### config.mk
export PLATFORM = sky130hd
export DESIGN_NAME = tmc_migrate_ctl
export DESIGN_NICKNAME = d
export VERILOG_FILES = /design/src/rtl/tmc_pkg.sv /design/src/rtl/tmc_fifo.sv /design/src/rtl/tmc_core_track.sv /design/src/rtl/tmc_dest_pick.sv /design/src/rtl/tmc_migrate_ctl.sv
export SDC_FILE = /design/constraint.sdc
export NUM_CORES = 1
export LEC_CHECK = 0
export ABC_AREA = 1
export BUFFER_PORTS_ARGS = -buffer_cell sky130_fd_sc_hd__buf_4
export CAP_MARGIN = 20
export CORE_MARGIN = 8
export CORE_UTILIZATION = 57
export DETAILED_ROUTE_END_ITERATION = 8
export GPL_TIMING_DRIVEN = 0
export PLACE_DENSITY = 0.82
export SYNTH_ARGS = -nofsm -noshare
export SYNTH_HDL_FRONTEND = slang
export SYNTH_SLANG_ARGS = --single-unit
### constraint.sdc
create_clock -name clk -period 5.9 [get_ports clk]
set_clock_uncertainty 0.15 [all_clocks]
set_input_delay 1.18 -clock clk [delete_from_list [all_inputs] [get_ports clk]]
set_output_delay 1.18 -clock clk [all_outputs]
set_load 0.01 [all_outputs]
### src/rtl/tmc_pkg.sv
package tmc_pkg;
  typedef enum logic [1:0] {
    ST_IDLE = 2'd0,
    ST_REQ  = 2'd1,
    ST_XFER = 2'd2
  } tmc_state_e;
endpackage

### src/rtl/tmc_fifo.sv
module tmc_fifo #(
  parameter int W     = 4,
  parameter int DEPTH = 8
) (
  input  logic         clk,
  input  logic         rst,
  input  logic         push,
  input  logic [W-1:0] din,
  input  logic         pop,
  output logic [W-1:0] dout,
  output logic         empty,
  output logic         full
);
  localparam int PTR_W = (DEPTH > 1) ? $clog2(DEPTH) : 1;
  localparam int CNT_W = $clog2(DEPTH + 1);

  logic [W-1:0]     mem [DEPTH];
  logic [PTR_W-1:0] wr_ptr, rd_ptr;
  logic [CNT_W-1:0] count;

  assign empty = (count == '0);
  assign full  = (count == CNT_W'(DEPTH));
  assign dout  = mem[rd_ptr];

  // storage array: write-only clocked process, no reset
  always_ff @(posedge clk) begin
    if (push) mem[wr_ptr] <= din;
  end

  always_ff @(posedge clk) begin
    if (rst) begin
      wr_ptr <= '0;
      rd_ptr <= '0;
      count  <= '0;
    end else begin
      if (push) wr_ptr <= (wr_ptr == PTR_W'(DEPTH - 1)) ? '0 : wr_ptr + 1'b1;
      if (pop)  rd_ptr <= (rd_ptr == PTR_W'(DEPTH - 1)) ? '0 : rd_ptr + 1'b1;
      if (push && !pop)      count <= count + 1'b1;
      else if (pop && !push) count <= count - 1'b1;
    end
  end
endmodule

### src/rtl/tmc_core_track.sv
module tmc_core_track #(
  parameter int LINE_W     = 26,
  parameter int SIG_W      = 16,
  parameter int TID_W      = 4,
  parameter int FILL_LINES = 512
) (
  input  logic              clk,
  input  logic              rst,
  input  logic              miss_v,
  input  logic [LINE_W-1:0] miss_line,
  input  logic              lock,
  input  logic              fin,
  input  logic              start,
  input  logic [TID_W-1:0]  start_tid,
  input  logic              restart,
  input  logic              vacate,
  output logic              occ,
  output logic [TID_W-1:0]  tid,
  output logic              full,
  output logic [SIG_W-1:0]  run_sig,
  output logic [SIG_W-1:0]  cont_sig
);
  localparam int IDX_W = $clog2(SIG_W);
  localparam int CNT_W = $clog2(FILL_LINES + 1);

  logic [CNT_W-1:0] cnt;
  logic [IDX_W-1:0] idx;
  logic [SIG_W-1:0] bit_v;

  // fold the line address onto a signature bit index
  always_comb begin
    idx = '0;
    for (int i = 0; i < LINE_W; i++) idx[i % IDX_W] = idx[i % IDX_W] ^ miss_line[i];
  end
  assign bit_v = SIG_W'(1) << idx;

  assign full = occ && !lock && !fin && (cnt == CNT_W'(FILL_LINES));

  always_ff @(posedge clk) begin
    if (rst) begin
      occ      <= 1'b0;
      tid      <= '0;
      cnt      <= '0;
      run_sig  <= '0;
      cont_sig <= '0;
    end else begin
      if (miss_v && !lock) cont_sig <= cont_sig | bit_v;
      if (start) begin
        occ     <= 1'b1;
        tid     <= start_tid;
        cnt     <= '0;
        run_sig <= '0;
      end else if (restart) begin
        cnt     <= '0;
        run_sig <= '0;
      end else begin
        if ((fin && !lock) || vacate) occ <= 1'b0;
        if (miss_v && occ && !lock) begin
          if (cnt != CNT_W'(FILL_LINES)) cnt <= cnt + 1'b1;
          run_sig <= run_sig | bit_v;
        end
      end
    end
  end
endmodule

### src/rtl/tmc_dest_pick.sv
module tmc_dest_pick #(
  parameter int N_CORES = 4,
  parameter int CPS     = 2,
  parameter int SIG_W   = 16
) (
  input  logic [$clog2(N_CORES)-1:0] src,
  input  logic [SIG_W-1:0]           want,
  input  logic [N_CORES*SIG_W-1:0]   cont,
  input  logic [N_CORES-1:0]         avail,
  output logic                       found,
  output logic [$clog2(N_CORES)-1:0] dst
);
  localparam int CORE_W  = $clog2(N_CORES);
  localparam int SCORE_W = $clog2(SIG_W + 1);

  logic [SCORE_W-1:0] score [N_CORES];
  logic [N_CORES-1:0] elig;
  logic [SCORE_W-1:0] best;

  for (genvar c = 0; c < N_CORES; c++) begin : g_score
    logic [SCORE_W-1:0] sc;
    always_comb begin
      sc = '0;
      for (int b = 0; b < SIG_W; b++) sc = sc + SCORE_W'(want[b] & cont[c*SIG_W + b]);
    end
    assign score[c] = sc;
    assign elig[c]  = avail[c] && (c != int'(src)) && ((c / CPS) == (int'(src) / CPS));
  end

  // strict compare keeps the lowest index on ties
  always_comb begin
    found = 1'b0;
    dst   = '0;
    best  = '0;
    for (int c = 0; c < N_CORES; c++) begin
      if (elig[c] && (!found || score[c] > best)) begin
        found = 1'b1;
        best  = score[c];
        dst   = CORE_W'(c);
      end
    end
  end
endmodule

### src/rtl/tmc_migrate_ctl.sv
module tmc_migrate_ctl
  import tmc_pkg::*;
#(
  parameter int N_CORES    = 4,
  parameter int CPS        = 2,
  parameter int TID_W      = 4,
  parameter int LINE_W     = 26,
  parameter int SIG_W      = 16,
  parameter int FILL_LINES = 512,
  parameter int XFER_CYC   = 90,
  parameter int QDEPTH     = 8
) (
  input  logic                        clk,
  input  logic                        rst,
  input  logic                        arr_valid,
  input  logic [TID_W-1:0]            arr_tid,
  output logic                        arr_ready,
  input  logic [N_CORES-1:0]          miss_valid,
  input  logic [N_CORES*LINE_W-1:0]   miss_line,
  input  logic [N_CORES-1:0]          fin,
  output logic                        mig_valid,
  input  logic                        mig_ready,
  output logic [$clog2(N_CORES)-1:0]  mig_src,
  output logic [$clog2(N_CORES)-1:0]  mig_dst,
  output logic [TID_W-1:0]            mig_tid,
  output logic                        adm_valid,
  output logic [$clog2(N_CORES)-1:0]  adm_core,
  output logic [TID_W-1:0]            adm_tid
);
  localparam int CORE_W = $clog2(N_CORES);
  localparam int TMR_W  = $clog2(XFER_CYC + 1);

  tmc_state_e st;
  logic [TMR_W-1:0] timer;
  logic             lock_on;

  logic [N_CORES-1:0]             occ, full, lock, start, restart, vacate;
  logic [N_CORES-1:0][TID_W-1:0]  tid_v, start_tid;
  logic [N_CORES-1:0][SIG_W-1:0]  run_sig;
  logic [N_CORES*SIG_W-1:0]       cont_flat;

  logic             q_push, q_pop, q_empty, q_full;
  logic [TID_W-1:0] q_dout;

  logic              has_full, adm_ok, d_found, decide, done, adm_fire;
  logic [CORE_W-1:0] src_c, adm_pick, d_dst, adm_core_c;
  logic [SIG_W-1:0]  want;

  assign arr_ready = !q_full;
  assign q_push    = arr_valid && !q_full;

  tmc_fifo #(.W(TID_W), .DEPTH(QDEPTH)) u_queue (
    .clk(clk), .rst(rst), .push(q_push), .din(arr_tid), .pop(q_pop),
    .dout(q_dout), .empty(q_empty), .full(q_full)
  );

  for (genvar c = 0; c < N_CORES; c++) begin : g_core
    assign lock[c] = lock_on && ((CORE_W'(c) == mig_src) || (CORE_W'(c) == mig_dst));
    assign start_tid[c] = (done && CORE_W'(c) == mig_dst) ? mig_tid : q_dout;
    tmc_core_track #(
      .LINE_W(LINE_W), .SIG_W(SIG_W), .TID_W(TID_W), .FILL_LINES(FILL_LINES)
    ) u_trk (
      .clk(clk), .rst(rst),
      .miss_v(miss_valid[c]), .miss_line(miss_line[c*LINE_W +: LINE_W]),
      .lock(lock[c]), .fin(fin[c]),
      .start(start[c]), .start_tid(start_tid[c]),
      .restart(restart[c]), .vacate(vacate[c]),
      .occ(occ[c]), .tid(tid_v[c]), .full(full[c]),
      .run_sig(run_sig[c]), .cont_sig(cont_flat[c*SIG_W +: SIG_W])
    );
  end

  // lowest full core requests a move; lowest free core takes an arrival
  always_comb begin
    has_full = 1'b0;
    src_c    = '0;
    adm_ok   = 1'b0;
    adm_pick = '0;
    for (int c = N_CORES - 1; c >= 0; c--) begin
      if (full[c]) begin
        has_full = 1'b1;
        src_c    = CORE_W'(c);
      end
      if (!occ[c] && !lock[c]) begin
        adm_ok   = 1'b1;
        adm_pick = CORE_W'(c);
      end
    end
  end

  assign want = run_sig[src_c];

  tmc_dest_pick #(.N_CORES(N_CORES), .CPS(CPS), .SIG_W(SIG_W)) u_pick (
    .src(src_c), .want(want), .cont(cont_flat), .avail(~occ & ~lock),
    .found(d_found), .dst(d_dst)
  );

  assign decide = (st == ST_IDLE) && has_full;
  assign done   = (st == ST_XFER) && (timer == '0);

  always_comb begin
    start      = '0;
    restart    = '0;
    vacate     = '0;
    q_pop      = 1'b0;
    adm_fire   = 1'b0;
    adm_core_c = '0;
    if (decide && !d_found) restart[src_c] = 1'b1;
    if (done) begin
      start[mig_dst] = 1'b1;
      if (!q_empty) begin
        start[mig_src] = 1'b1;
        q_pop          = 1'b1;
        adm_fire       = 1'b1;
        adm_core_c     = mig_src;
      end else begin
        vacate[mig_src] = 1'b1;
      end
    end else if (!decide && !q_empty && adm_ok) begin
      start[adm_pick] = 1'b1;
      q_pop           = 1'b1;
      adm_fire        = 1'b1;
      adm_core_c      = adm_pick;
    end
  end

  always_ff @(posedge clk) begin
    if (rst) begin
      st        <= ST_IDLE;
      timer     <= '0;
      lock_on   <= 1'b0;
      mig_valid <= 1'b0;
      mig_src   <= '0;
      mig_dst   <= '0;
      mig_tid   <= '0;
      adm_valid <= 1'b0;
      adm_core  <= '0;
      adm_tid   <= '0;
    end else begin
      adm_valid <= adm_fire;
      if (adm_fire) begin
        adm_core <= adm_core_c;
        adm_tid  <= q_dout;
      end
      unique case (st)
        ST_IDLE: if (decide && d_found) begin
          mig_valid <= 1'b1;
          mig_src   <= src_c;
          mig_dst   <= d_dst;
          mig_tid   <= tid_v[src_c];
          lock_on   <= 1'b1;
          st        <= ST_REQ;
        end
        ST_REQ: if (mig_ready) begin
          mig_valid <= 1'b0;
          timer     <= TMR_W'(XFER_CYC - 1);
          st        <= ST_XFER;
        end
        ST_XFER: if (timer == '0) begin
          lock_on <= 1'b0;
          st      <= ST_IDLE;
        end else begin
          timer <= timer - 1'b1;
        end
        default: st <= ST_IDLE;
      endcase
    end
  end
endmodule

# After elaboration in Yosys (flattened, before gate mapping)

Memories as Yosys holds them, arrays and structs flattened. A register that Yosys moved wholly into a read port is not among the register bits.
Index checks and enable logic that the tools add are counted.

Bits in registers: 224
Output and inout port bits: 17
Memories: 1
Bits of input ports: 120
Memory bits (writable): 32
Logic and storage cells: 526

Memories:

| memory      | depth | bits a word | read ports | clocked after memory_dff | wr ports | line           | source |
|---|---|---|---|---|---|---|---|
| u_queue.mem | 8     | 4           | 1          | 1                        | 1        | tmc_fifo.sv:17 | `logic [W-1:0] mem [DEPTH];` |

Muxes and demuxes: 86
Equality and inequality tests: 30
Shifts and indexed selects: 4
Order comparisons: 11
$add $sub $neg: 69
Reductions and logical operators: 128
Bitwise gates (word level): 164

Operator list:

| cell                                                | number |
|---|---|
| adder 5 bit                                         | 60 |
| bitwise OR 16 bit                                   | 8 |
| XOR 1 bit                                           | 88 |
| bitwise AND 1 bit                                   | 64 |
| logical AND 1 bit                                   | 64 |
| left shift 1 x 4 -> 16 bit (first input constant)   | 4 |
| two-way mux 4 bit                                   | 13 |
| adder 10 x 1 -> 10 bit (second input constant)      | 4 |
| equality test 10 bit (second input constant)        | 4 |
| != test 10 bit (second input constant)              | 4 |
| two-way mux 1 bit                                   | 37 |
| binary-select mux 16 bit (select 2 bit)             | 1 |
| zero test 32 bit                                    | 1 |
| two-way mux 2 bit                                   | 16 |
| zero test 1 bit                                     | 21 |
| AND reduction 2 bit                                 | 9 |
| nonzero test 2 bit                                  | 9 |
| two-way mux 16 bit                                  | 1 |
| greater-than comparator 5 bit                       | 3 |
| two-way mux 5 bit                                   | 3 |
| two-way mux 7 bit                                   | 2 |
| case mux 7 bit (2 select lines)                     | 1 |
| < comparator 2 x 3 -> 1 bit (second input constant) | 4 |
| two-way mux 3 bit                                   | 4 |
| 28 further kinds                                    | 67 |

# Depth between registers and ports, before layout

Gate-level depths: netlist of the first run.

Depth in word-level cells: 47
Depth in mapped cells: 24
Mapped depth without buffers: 24

# Hierarchy

From an unflattened synthesis of the first run, not the netlist that was laid out.

Cells, all modules: 1960
Area, all modules: 14062.2 µm²

Modules (own cells, without submodules):

| module          | sequential area each (µm²) | area each (µm²) | cells an instance | instances |
|---|---|---|---|---|
| tmc_core_track  | 940.9                      | 2442.3          | 343               | 4 |
| tmc_migrate_ctl | 520.5                      | 2249.7          | 382               | 1 |
| tmc_fifo        | 1221.2                     | 1991.9          | 197               | 1 |
| tmc_dest_pick   | 0.0                        | 51.3            | 9                 | 1 |

# Worst setup path before layout of the first run

OpenSTA, ideal clock, no wires.

Path kind: input port to flip-flop
Start: input fin[2]
End: register u_queue.count[3]
Cell stages on the path: 20
Slack: 2.174 ns
Setup time: 0.119 ns
Buffers on the path: 0
Data arrival time: 3.456 ns
Cells stage by stage: or2_1 > a21oi_1 > nand2_1 > nand2_2 > inv_1 > nand2_2 > nand2_4 > nand2_1 > nand2_1 > inv_1 > ha_1 > inv_1 > ha_1 > and3_1 > a211oi_1 > nor2_1 > nor2_1 > nand2_1 > o21ai_0 > a21oi_1

Word-level cells in the longest chain between the ends: 15

Ends and longest elaborated chain:

| element                                                 | line                   | source |
|---|---|---|
| from (decl)                                             | tmc_migrate_ctl.sv:20  | `input logic [N_CORES-1:0] fin,` |
| zero test 1 bit *                                       | tmc_core_track.sv:37   | `assign full = occ && !lock && !fin && (cnt == CNT_W'(FILL_LINES));` |
| logical AND 1 bit * (2 in series)                       | tmc_core_track.sv:37   |  |
| two-way mux 1 bit * (3 in series)                       | tmc_migrate_ctl.sv:80  | `if (full[c]) begin` |
| logical AND 1 bit *                                     | tmc_migrate_ctl.sv:98  | `assign decide = (st == ST_IDLE) && has_full;` |
| zero test 1 bit *                                       | tmc_migrate_ctl.sv:119 | `end else if (!decide && !q_empty && adm_ok) begin` |
| logical AND 1 bit * (2 in series)                       | tmc_migrate_ctl.sv:119 |  |
| two-way mux 1 bit *                                     | tmc_migrate_ctl.sv:119 |  |
| two-way mux 1 bit *                                     | tmc_migrate_ctl.sv:109 | `if (done) begin` |
| zero test 1 bit                                         | tmc_fifo.sv:38         | `if (push && !pop) count <= count + 1'b1;` |
| logical AND 1 bit                                       | tmc_fifo.sv:38         |  |
| two-way mux 4 bit or nonzero test 2 bit (tied branches) | -                      |  |
| to (signal assigned)                                    | tmc_fifo.sv:38         |  |
| to (signal assigned)                                    | tmc_fifo.sv:39         | `else if (pop && !push) count <= count - 1'b1;` |
| to (decl)                                               | tmc_fifo.sv:19         | `logic [CNT_W-1:0] count;` |

Every way passes the cells marked *; elsewhere a longest branch is shown, timed or not.
A chain may end at the register's enable or synchronous reset.

# Worst setup path in the final report of the first run

Same ends and word-level chain as after synthesis.

==> results by group, run 1 <==
Die
  – Die span in x: 125.4 um
  – Site Rows: 40
  – Die Ht: 125.4 um
  – Die Area: 15730 sq um
  – Core ar.: 11860 sq um
  – Initial core utilization: 57.55%
  – # IOs: 137

Logic synthesis
  – Simple logic cell fraction of the synthesized area: 28.61%
  – Cell taking the most area after synthesis: dfxtp_1
  – Synth Area in Adders: 3.226%
  – Mapped Area: 6827 sq um
  – Post-synthesis cell type count: 48
  – Seq/Total Area, Yosys: 43.11%
  – Warnings from Yosys: 0
  – Post-synthesis async set-or-reset flop share: 0%
  – Syn nets: 1013
  – Largest family of logic cells by synthesized area: simple AND/OR/NAND/NOR gates
  – Compound-Gate Fraction of Synth Area: 9.622%
  – Post-synth top area share: 29.03%
  – Post-synth EDFFs: 32
  – Count of state elements after synthesis: 131
  – Fraction of synthesized area in multiplexers: 1.045%
  – Most frequent cell after synthesis: nand2_1
  – Avg Cell Area, Syn: 7.793 sq um
  – XOR/XNOR Fraction of Synth Area: 5.004%
  – Post-Synthesis Cells: 876
  – Top post-synthesis cells by count: 147 x nand2_1, 140 x nor2_1, 125 x inv_1
  – Synth area leaders: dfxtp_1 29%, edfxtp_1 14%, nand2_1 8.1%, nor2_1 7.7%, inv_1 6.9%
  – Primary FF master, synth: dfxtp_1

Worst setup path
  – Most used cell, CP: nand2_1
  – CP Capture Type: flop
  – CP Cell Sequence: buf_4, or2_1, a21oi_1, nand2_1, nand2_2, inv_1, nand2_2, nand2_4, nand2_1, nand2_1, inv_1, ha_1, inv_1, ha_1, and3_1, a211oi_1, nor2_1, nor2_1, nand2_1, o21ai_0, a21oi_1
  – Crit-path max cell delay: 0.33 ns
  – Arrival time worst endpoint: 4.04 ns
  – CP delay by family, top: simple AND/OR/NAND/NOR gates
  – CP startpoint kind: input port
  – WP data required: 6.06 ns
  – Slowest CP cell: ha_1
  – CP Class: input port to flop
  – Max FO, Critical Path: 7
  – Worst path buffer plus inverter count: 4

Place
  – Placed cell area: 7251 sq um
  – Post-DP HPWL: 10.57 mm
  – Final weighted congestion in routability-driven placement: 0.8949
  – Placed insts: 1055
  – IO buf count: 32

CTS
  – Clock sinks: 131
  – CTS tree: yes
  – Max Root-Sink Buffers: 2
  – Clock root buffer: clkbuf_16
  – Worst skew pair latency: 0.43 ns
  – Post-CTS Setup Inserts: 0
  – Cts hold-fix bufs: 0
  – CTS buffer count: 17
  – Number of H-tree levels: 4
  – Clk slew on worst S/H paths: 0.06 ns
  – Post-CTS Resized: 0

Layout
  – Non-filler cells, final: 1087
  – Inserted Diodes: 0
  – Area used by multi-input combinational logic: 3243 sq um
  – Number of fill cells: 977
  – Syn-to-layout area delta: 15.36%
  – Reg area: 2943 sq um
  – Finished layout cell area: 7875 sq um
  – Layout cells sized above 1: 17.45%
  – Final net count: 1064

Power and ir drop
  – Pwr dens: 369.4 nW/um^2
  – Pleak: 0.003378 uW
  – Peak supply drop: 0.0002960 V

Route
  – Via count: 5679
  – Routed Antenna Nets: 0
  – Drt initial violations: 394
  – DRT Pass-1 Iters: 5
  – DR vias/cell: 5.224
  – Final wirelength: 14.89 mm
  – Residual DRC: 0
  – Wire per inst: 13.69 um

STA
  – Setup TNS: 0 ns
  – Tmin final: 3.875 ns
  – Slew margin rel.: 60.47%
  – Tightest Pin Transition: 0.5868 ns
  – Slew Limit Fails: 0
  – RSZ-0062 raised after global routing: no
  – Final setup vio count: 0
  – Fmax: 258.0 MHz
  – Final Hold Fails: 0
  – Hold_ws: 0.3182 ns
  – Final Cycle Share: 65.68%

Global route
  – Largest net degree at the start of global routing: 17
  – Global-route wire length before repair: 24.94 mm
  – Vias in the first global route: 5410
  – Initial antenna violation count: 0
  – Gr usage total: 19.57%
  – Grt ovf: 0

Run status
  – Status: complete, no violations

Worst hold path
  – Hold Path Class: flop to flop

Flow run
  – Max_cap viols: 0
-- placed cells by master, fill, tap and decap left out, types with 4 or more instances in the layout --
cell type and n:
nand2_1 147, nor2_1 140, inv_1 125, dfxtp_1 99
o21ai_0 67, xor2_1 34, buf_4 33, edfxtp_1 32
nor2_2 30, a21oi_1 26, nand3_1 23, nand2_2 20
clkbuf_16 17, ha_1 16, nand4_1 10, clkbuf_1 10
nand2_4 8, nor2_4 7, nor3_1 7, inv_8 7
inv_2 6, buf_6 6, mux2i_1 6, nor3_2 5
buf_2 5, xnor2_1 5, o221ai_1 4, a31oi_1 4
inv_6 4
-- stage by stage --
| stage | util (%) | power (uW) | setup WS [ns] |
|---|---|---|---|
| 2_1_floorplan | - | 1604 | 2.174 |
| 3_3_place_gp | 61.13 | 1779 | 1.786 |
| 3_5_place_dp | 61.13 | 1797 | 1.692 |
| 4_1_cts | 66.39 | 2920 | 2.092 |
| 5_1_grt | 66.39 | 3062 | 1.786 |
| 6_report | 66.39 | 2909 | 2.025 |
-- report_power, final --
group	total, uW	switching (uW)	leakage [uW]	internal (uW)
sequential	1090	62.6	0.00109	1020
combinational	711	459	0.00197	252
clock	1110	460	0.000309	651
-- per-layer routing --
layer  up-vias  global-route usage, %  wire length [um]
li1       2886                      -                 -
met1      2617                  22.84              6571
met2       144                  32.99              7270
met3        32                  5.482               729
met4         0                  8.381               314
met5         -                      0                 0
-- registers in the layout, indices dropped and copies added, names as in the netlist, named ones only --
register and cells:
mig_tid 4, mig_dst 2, adm_core 2, u_queue.rd_ptr 3, mig_src 2, mig_valid 1
g_core.u_trk.cnt 40, lock_on 1, adm_tid 4, adm_valid 1, st 2, g_core.u_trk.occ 4
u_queue.wr_ptr 3, timer 7, u_queue.count 4, u_queue.mem 32, g_core.u_trk.tid 16
-- area by class of cell --
type	count	share of cell area (%)
multi-input combinational	589	41.18
sequential	131	37.37
inverter	132	6.292
clock buffer	17	5.402
timing repair buffer	32	3.051
clock inverter	15	2.526
tap	147	2.336
buffer	24	1.843
-- tightest hold or removal path: cells and delay by family, from the launching register on --
family | cells | cell delay [ns]
DFF | 1 | 0.31
and+or+nand+nor | 1 | 0.06
AOI/OAI and AO/OA | 1 | 0.05
-- final timing paths --
| check | start | endpoint | slack, ns | cells past startpoint |
|---|---|---|---|---|
| setup / recovery | fin[2] | u_queue.count[3] | 2.02 | 21 |
| hold / removal | timer[1] | timer[1] | 0.32 | 2 |
| setup reg to reg | g_core[3].u_trk.cnt[0] | u_queue.count[3] | 2.19 | 24 |
| hold reg to reg | timer[1] | timer[1] | 0.32 | 2 |
-- cells by family after synthesis --
kind of cell,after synthesis
adders and majority gates,17
xor gates and xnor gates,39
and+or+nand+nor,412
DFF,131
AOI/OAI and AO/OA,114
muxes,7
buffers and inverters,156
(Power assumes the default switching activity.)
==> inputs of run 2 (changes only) <==
- ABC_AREA: 1 -> 0
- CORE_UTILIZATION: 57 -> 47
- PLACE_DENSITY: 0.82 -> 0.73
- clock period: 5.9 -> 3.25 ns (I/O delays scaled with it)
==> run 2 against run 1 <==
Against the previous run:
- the run now ends with negative setup slack left
- synthesized area down 4.9%
- power rose by 79%
- design area grew 2.1%
- count of clock-buffer cells in the layout up 1
- setup slack lost 2.1 ns
- critical path depth shrank 6
- synthesized cell count decreased by 25%
- global-route usage fell by 2.1 points
- hold slack worse by 0.013 ns
- sequential cell count stayed put
- critical path type is now flop to flop
==> results by group, run 2 <==
Logic synthesis
  – XOR/XNOR Fraction of Synth Area: 5.800%
  – Largest family of logic cells by synthesized area: simple AND/OR/NAND/NOR gates
  – Post-synthesis async set-or-reset flop share: 0%
  – Fraction of synthesized area in multiplexers: 5.665%
  – Syn nets: 795
  – Synth area leaders: dfxtp_1 31%, edfxtp_1 15%, a21oi_1 3.9%, xor2_1 3.8%, nor3_1 3.5%
  – Primary FF master, synth: dfxtp_1
  – Most frequent cell after synthesis: dfxtp_1
  – Synth Area in Adders: 3.391%
  – Mapped Area: 6494 sq um
  – Post-synthesis cell type count: 78
  – Seq/Total Area, Yosys: 45.32%
  – Compound-Gate Fraction of Synth Area: 13.39%
  – Count of state elements after synthesis: 131
  – Warnings from Yosys: 0
  – Cell taking the most area after synthesis: dfxtp_1
  – Top post-synthesis cells by count: 99 x dfxtp_1, 58 x nand2_1, 55 x nor2_1
  – Post-synth top area share: 30.52%
  – Post-Synthesis Cells: 658
  – Post-synth EDFFs: 32
  – Avg Cell Area, Syn: 9.869 sq um
  – Simple logic cell fraction of the synthesized area: 22.25%

STA
  – Final Cycle Share: 102.9%
  – Fmax: 299.1 MHz
  – Slew Limit Fails: 0
  – Slew margin rel.: 41.88%
  – Setup TNS: -0.09337 ns
  – Final setup vio count: 1
  – Tmin final: 3.343 ns
  – Tightest Pin Transition: 0.8639 ns
  – Final Hold Fails: 0
  – RSZ-0062 raised after global routing: yes
  – Setup slack after layout: -0.09337 ns

CTS
  – Max Root-Sink Buffers: 2
  – Clock sinks: 131
  – Number of H-tree levels: 4
  – CTS buffer count: 17
  – Worst skew pair latency: 0.43 ns
  – Clk slew on worst S/H paths: 0.06 ns
  – CTS tree: yes
  – Clock root buffer: clkbuf_16

Route
  – Residual DRC: 0
  – Wire per inst: 16.67 um
  – Via count: 5350
  – Drt initial violations: 423
  – DR vias/cell: 5.728
  – DRT Pass-1 Iters: 6
  – Routed Antenna Nets: 0
  – Final wirelength: 15.57 mm

Worst setup path
  – Crit Reg-Reg Endpoint: u_queue.count[3]
  – CP Cell Sequence: nor4_4, nand4_1, or4b_4, a41oi_4, o21a_4, nor2_4, inv_2, ha_4, inv_4, ha_4, a21o_1, a21oi_2, xnor2_1, or3_1, a21oi_1
  – WP data required: 3.46 ns
  – Crit-path max cell delay: 0.58 ns
  – Worst path buffer plus inverter count: 2
  – Max FO, Critical Path: 3
  – Arrival time worst endpoint: 3.55 ns
  – CP startpoint kind: flop
  – CP Class: flop to flop
  – R2R Path Start: g_core[1].u_trk.cnt[5]
  – Reg2Reg Setup Slack: -0.09 ns
  – Slowest CP cell: or4b_4
  – CP delay by family, top: simple AND/OR/NAND/NOR gates
  – Start point of the critical path: g_core[1].u_trk.cnt[5]
  – CP Capture Type: flop
  – Most used cell, CP: ha_4
  – Worst Reg-to-Reg Cells: 15

Layout
  – Final net count: 879
  – Max reg flops: 40
  – Reg area: 2960 sq um
  – Finished layout cell area: 8039 sq um
  – Largest Register: g_core.u_trk.cnt
  – Inserted Diodes: 0
  – Largest regs: g_core.u_trk.cnt (40), u_queue.mem (32), g_core.u_trk.tid (16)
  – Syn-to-layout area delta: 23.80%
  – Number of fill cells: 1118
  – Layout cells sized above 1: 24.54%
  – Highest-count cells in the layout ignoring fill and taps: 91 x dfxtp_1, 69 x buf_4, 58 x nand2_1
  – Commonest non-fill, non-tap cell in the layout: dfxtp_1
  – Non-filler cells, final: 934
  – Area used by multi-input combinational logic: 3463 sq um

Worst hold path
  – HP Start: mig_valid
  – Hold Path Class: flop to flop
  – Worst Hold Depth: 2
  – Worst hold endpoint: mig_valid

Global route
  – Vias in the first global route: 5140
  – Global-route wire length before repair: 24.96 mm
  – Largest net degree at the start of global routing: 17
  – Initial antenna violation count: 0
  – Grt ovf: 0
  – Gr usage total: 17.48%

Die
  – Site Rows: 43
  – Core ar.: 13670 sq um
  – Initial core utilization: 47.52%
  – Die span in x: 133.5 um
  – Die Ht: 133.5 um
  – Die Area: 17830 sq um
  – # IOs: 137

Place
  – IO buf count: 31
  – Final weighted congestion in routability-driven placement: 0.9004
  – Placed cell area: 6998 sq um
  – Pre-CTS setup slack: -0.6793 ns
  – Post-DP HPWL: 10.62 mm
  – Placed insts: 869

Power and ir drop
  – Sequential power share: 37.0%
  – Clock Power Share: 36.0%
  – Psw: 1617 uW
  – Sw Ratio: 30.97%
  – Peak supply drop: 0.0005331 V
  – Comb power frac: 27.0%
  – Pleak: 0.002959 uW
  – Internal cell power: 3604 uW
  – Pwr dens: 649.4 nW/um^2
  – Power, Total: 5220 uW

Run status
  – Failing checks: negative setup slack
  – Status: finished, violations left

Flow run
  – Max_cap viols: 0
run 2: cell count changes in the layout (fill, tap and decap cells not counted), moves of 36 or more:
cell	change
buf_4	+36
inv_1	-108
nand2_1	-89
nor2_1	-86
nor3_1	+38
o21ai_0	-58
run 2: layout make-up:
cell class | count | area share [%]
multi-input cells | 470 | 43.08
clock inverters | 13 | 1.868
flip-flops and latches | 131 | 36.82
plain buffers | 35 | 2.537
well taps | 180 | 2.802
inverters | 20 | 0.9650
repair buffers | 67 | 6.584
clock buffers | 18 | 5.339
run 2: cell families after synthesis:
family                   after synthesis
flip-flops                           131
AO/OA/AOI/OAI                        116
adder cells (fa/ha/maj)               17
multiplexers                          26
buffers and inverters                 57
XOR/XNOR                              43
AND/OR/NAND/NOR                      268
run 2: timing repair:
item | in CTS | in global routing
setup endpoints to repair | 11 | 66
gates resized for setup | 27 | 17
hold buffers | 0 | 0
pin swaps | 18 | 20
gates cloned | 0 | 1
setup buffers | 18 | 18
run 2: power groups by stage:
stage / Combinational [uW] / Clock, uW / Sequential [uW]
3_5_place_dp: 1270 / 0 / 1960
4_1_cts: 1320 / 1910 / 1930
3_3_place_gp: 1230 / 0 / 1950
2_1_floorplan: 949 / 0 / 1940
6_report: 1410 / 1880 / 1930
5_1_grt: 1550 / 1980 / 1950
run 2: per-stage QoR:
stage / util (%) / hold WS [ns]
after floorplan: - / 0.2814
after global placement: 51.21 / 0.2922
after detailed placement: 51.21 / 0.2988
after CTS: 57.22 / 0.2903
after global routing: 58.83 / 0.2858
final: 58.83 / 0.3055
run 2: worst reg2reg max path, cell delays in order, from the launching register on:
cell     delay, ns
dfxtp_4       0.35
nor4_4        0.26
nand4_1       0.17
or4b_4        0.58
a41oi_4       0.27
o21a_4        0.17
nor2_4        0.04
inv_2         0.09
ha_4          0.14
inv_4         0.05
ha_4          0.20
a21o_1        0.16
a21oi_2       0.12
xnor2_1       0.08
or3_1         0.30
a21oi_1       0.13
run 2: worst max path at each step:
stage | endpoint | slack (ns) | cells after the start
floorplan | u_queue.count[3] | -0.26 | 16
global placement | u_queue.count[3] | -0.60 | 16
detailed placement | u_queue.count[3] | -0.68 | 16
CTS | u_queue.count[3] | -0.10 | 16
global route | u_queue.count[3] | -0.20 | 15
finish | u_queue.count[3] | -0.09 | 15
run 2: layer usage:
| metal | track usage, % | vias to the layer above | part of all wire (%) |
|---|---|---|---|
| met5 | 0 | - | 0 |
| met4 | 6.862 | 0 | 2.6 |
| met3 | 4.669 | 38 | 6.2 |
| met2 | 28.96 | 192 | 49 |
| met1 | 21.17 | 2556 | 42 |
| li1 | - | 2564 | - |
==> inputs of run 3 (changes only) <==
- CORE_ASPECT_RATIO: default -> 0.8
- PLACE_DENSITY: 0.73 -> 0.82
==> run 3 against run 2 <==
Against the previous run:
- the flow still finishes with violations (negative setup slack)
- design area decreased by 1.5%
- critical endpoint unchanged
- clock power decreased by 3%
- final cell count decreased by 0.75%
- hold slack got worse by 0.0010 ns
- setup slack got worse by 0.058 ns
- highest routed layer unchanged
- largest power group unchanged
- sequential power about the same
- global-route usage increased by 0.60 points
- power decreased by 2.1%
==> results by group, run 3 (synthesis results as in run 2) <==
Route
  – Wire per inst: 17.27 um
  – DRT Pass-1 Iters: 5
  – Final wirelength: 16.01 mm
  – Via count: 5359
  – Residual DRC: 0
  – Routed Antenna Nets: 0
  – DR vias/cell: 5.781
  – Drt initial violations: 436

Layout
  – Largest Register: g_core.u_trk.cnt
  – Area used by multi-input combinational logic: 3435 sq um
  – Largest regs: g_core.u_trk.cnt (40), u_queue.mem (32), g_core.u_trk.tid (16)
  – Reg area: 2963 sq um
  – Syn-to-layout area delta: 21.93%
  – Commonest non-fill, non-tap cell in the layout: dfxtp_1
  – Max reg flops: 40
  – Non-filler cells, final: 927
  – Highest-count cells in the layout ignoring fill and taps: 91 x dfxtp_1, 64 x buf_4, 58 x nand2_1
  – Inserted Diodes: 0
  – Layout cells sized above 1: 23.29%
  – Finished layout cell area: 7918 sq um
  – Number of fill cells: 1137
  – Final net count: 871

STA
  – Setup slack after layout: -0.1515 ns
  – Hold_ws: 0.3045 ns
  – Slew margin rel.: 36.23%
  – Tmin final: 3.402 ns
  – RSZ-0062 raised after global routing: yes
  – Final Hold Fails: 0
  – Final setup vio count: 1
  – Setup TNS: -0.1515 ns
  – Tightest Pin Transition: 0.9478 ns
  – Slew Limit Fails: 0
  – Fmax: 294.0 MHz
  – Final Cycle Share: 104.7%

CTS
  – Number of H-tree levels: 4
  – Cts hold-fix bufs: 0
  – Max Root-Sink Buffers: 2
  – Clk slew on worst S/H paths: 0.06 ns
  – CTS tree: yes
  – Worst skew pair latency: 0.42 ns
  – Clock sinks: 131
  – Clock root buffer: clkbuf_16
  – CTS buffer count: 17

Worst setup path
  – Start point of the critical path: g_core[1].u_trk.cnt[5]
  – Arrival time worst endpoint: 3.60 ns
  – WP data required: 3.45 ns
  – R2R Path Start: g_core[1].u_trk.cnt[5]
  – Worst Reg-to-Reg Cells: 15
  – CP Class: flop to flop
  – Crit Reg-Reg Endpoint: u_queue.count[3]
  – CP startpoint kind: flop
  – End of the critical path: u_queue.count[3]
  – CP Capture Type: flop
  – Reg2Reg Setup Slack: -0.15 ns
  – Max FO, Critical Path: 5

Die
  – # IOs: 137
  – Core ar.: 13550 sq um
  – Die Ht: 121.1 um
  – Die Area: 17860 sq um
  – Initial core utilization: 47.92%
  – Site Rows: 38
  – Die span in x: 147.4 um

Run status
  – Status: finished, violations left
  – Failing checks: negative setup slack

Flow run
  – Max_cap viols: 0

Power and ir drop
  – Pwr dens: 645.3 nW/um^2
  – Peak supply drop: 0.0004325 V
  – Pleak: 0.002911 uW

Worst hold path
  – Hold Path Class: flop to flop
  – HP Start: mig_valid

Global route
  – Global-route wire length before repair: 25.92 mm
  – Gr usage total: 18.08%
  – Initial antenna violation count: 0
  – Grt ovf: 0
  – Vias in the first global route: 5240
  – Largest net degree at the start of global routing: 17

Place
  – Placed insts: 869
  – Final weighted congestion in routability-driven placement: 0.8663
  – IO buf count: 31
  – Placed cell area: 6998 sq um
  – Pre-CTS setup slack: -0.6765 ns
  – Post-DP HPWL: 10.58 mm
-- run 3: what timing repair did --
| item | 4_1_cts | 5_1_grt |
|---|---|---|
| endpoints found under the hold margin | 0 | 0 |
| pin swaps | 18 | 17 |
| resized for setup | 22 | 15 |
| buffers inserted | 21 | 10 |
| setup endpoints to repair | 20 | 54 |
-- run 3: final cells by class --
cell class | instances | share of cell area (%)
plain buffers | 35 | 2.497
well taps | 180 | 2.845
multi-input cells | 470 | 43.38
inverters | 20 | 0.9798
clock buffers | 17 | 5.373
clock inverters | 15 | 1.754
flip-flops and latches | 131 | 37.42
repair buffers | 59 | 5.752
-- run 3: worst max-delay path, cell delays in order (launching register included) --
cell,delay (ns)
dfxtp_4,0.35
nor4_4,0.26
nand4_1,0.17
or4b_4,0.58
a41oi_4,0.31
o21a_4,0.18
nor2_4,0.05
inv_2,0.10
ha_4,0.15
inv_4,0.04
ha_4,0.19
a21o_1,0.15
a21oi_2,0.13
xnor2_1,0.08
or3_1,0.30
a21oi_1,0.12
-- run 3: stage by stage --
| stage | utilization, % | power, uW |
|---|---|---|
| global placement | 51.64 | 3183 |
| finish | 58.43 | 5109 |
| detailed placement | 51.64 | 3225 |
| floorplan | - | 2894 |
| CTS | 57.64 | 5103 |
| global route | 58.43 | 5349 |
-- run 3: worst min-delay path by stage --
stage          slack, ns                endpoint  cells after the start
2_1_floorplan       0.28  g_core[2].u_trk.tid[1]                      2
3_3_place_gp        0.29  g_core[0].u_trk.tid[2]                      2
3_5_place_dp        0.30  g_core[0].u_trk.tid[2]                      2
4_1_cts             0.30  g_core[0].u_trk.tid[2]                      2
5_1_grt             0.31       u_queue.mem[2][2]                      1
6_report            0.30               mig_valid                      2
-- run 3: power breakdown --
| part | internal [uW] | total (uW) | switching [uW] |
|---|---|---|---|
| Clock | 1010 | 1830 | 822 |
| Combinational | 597 | 1350 | 750 |
| Sequential | 1820 | 1930 | 108 |
| Total | 3430 | 5110 | 1680 |
-- run 3: metal layers --
| metal | track usage, % | part of all wire [%] | vias up |
|---|---|---|---|
| met4 | 6.612 | 1.9 | 0 |
| met3 | 4.994 | 6.9 | 25 |
| met2 | 28.92 | 47 | 197 |
| li1 | - | - | 2557 |
| met1 | 23.05 | 44 | 2580 |
| met5 | 0 | 0 | - |
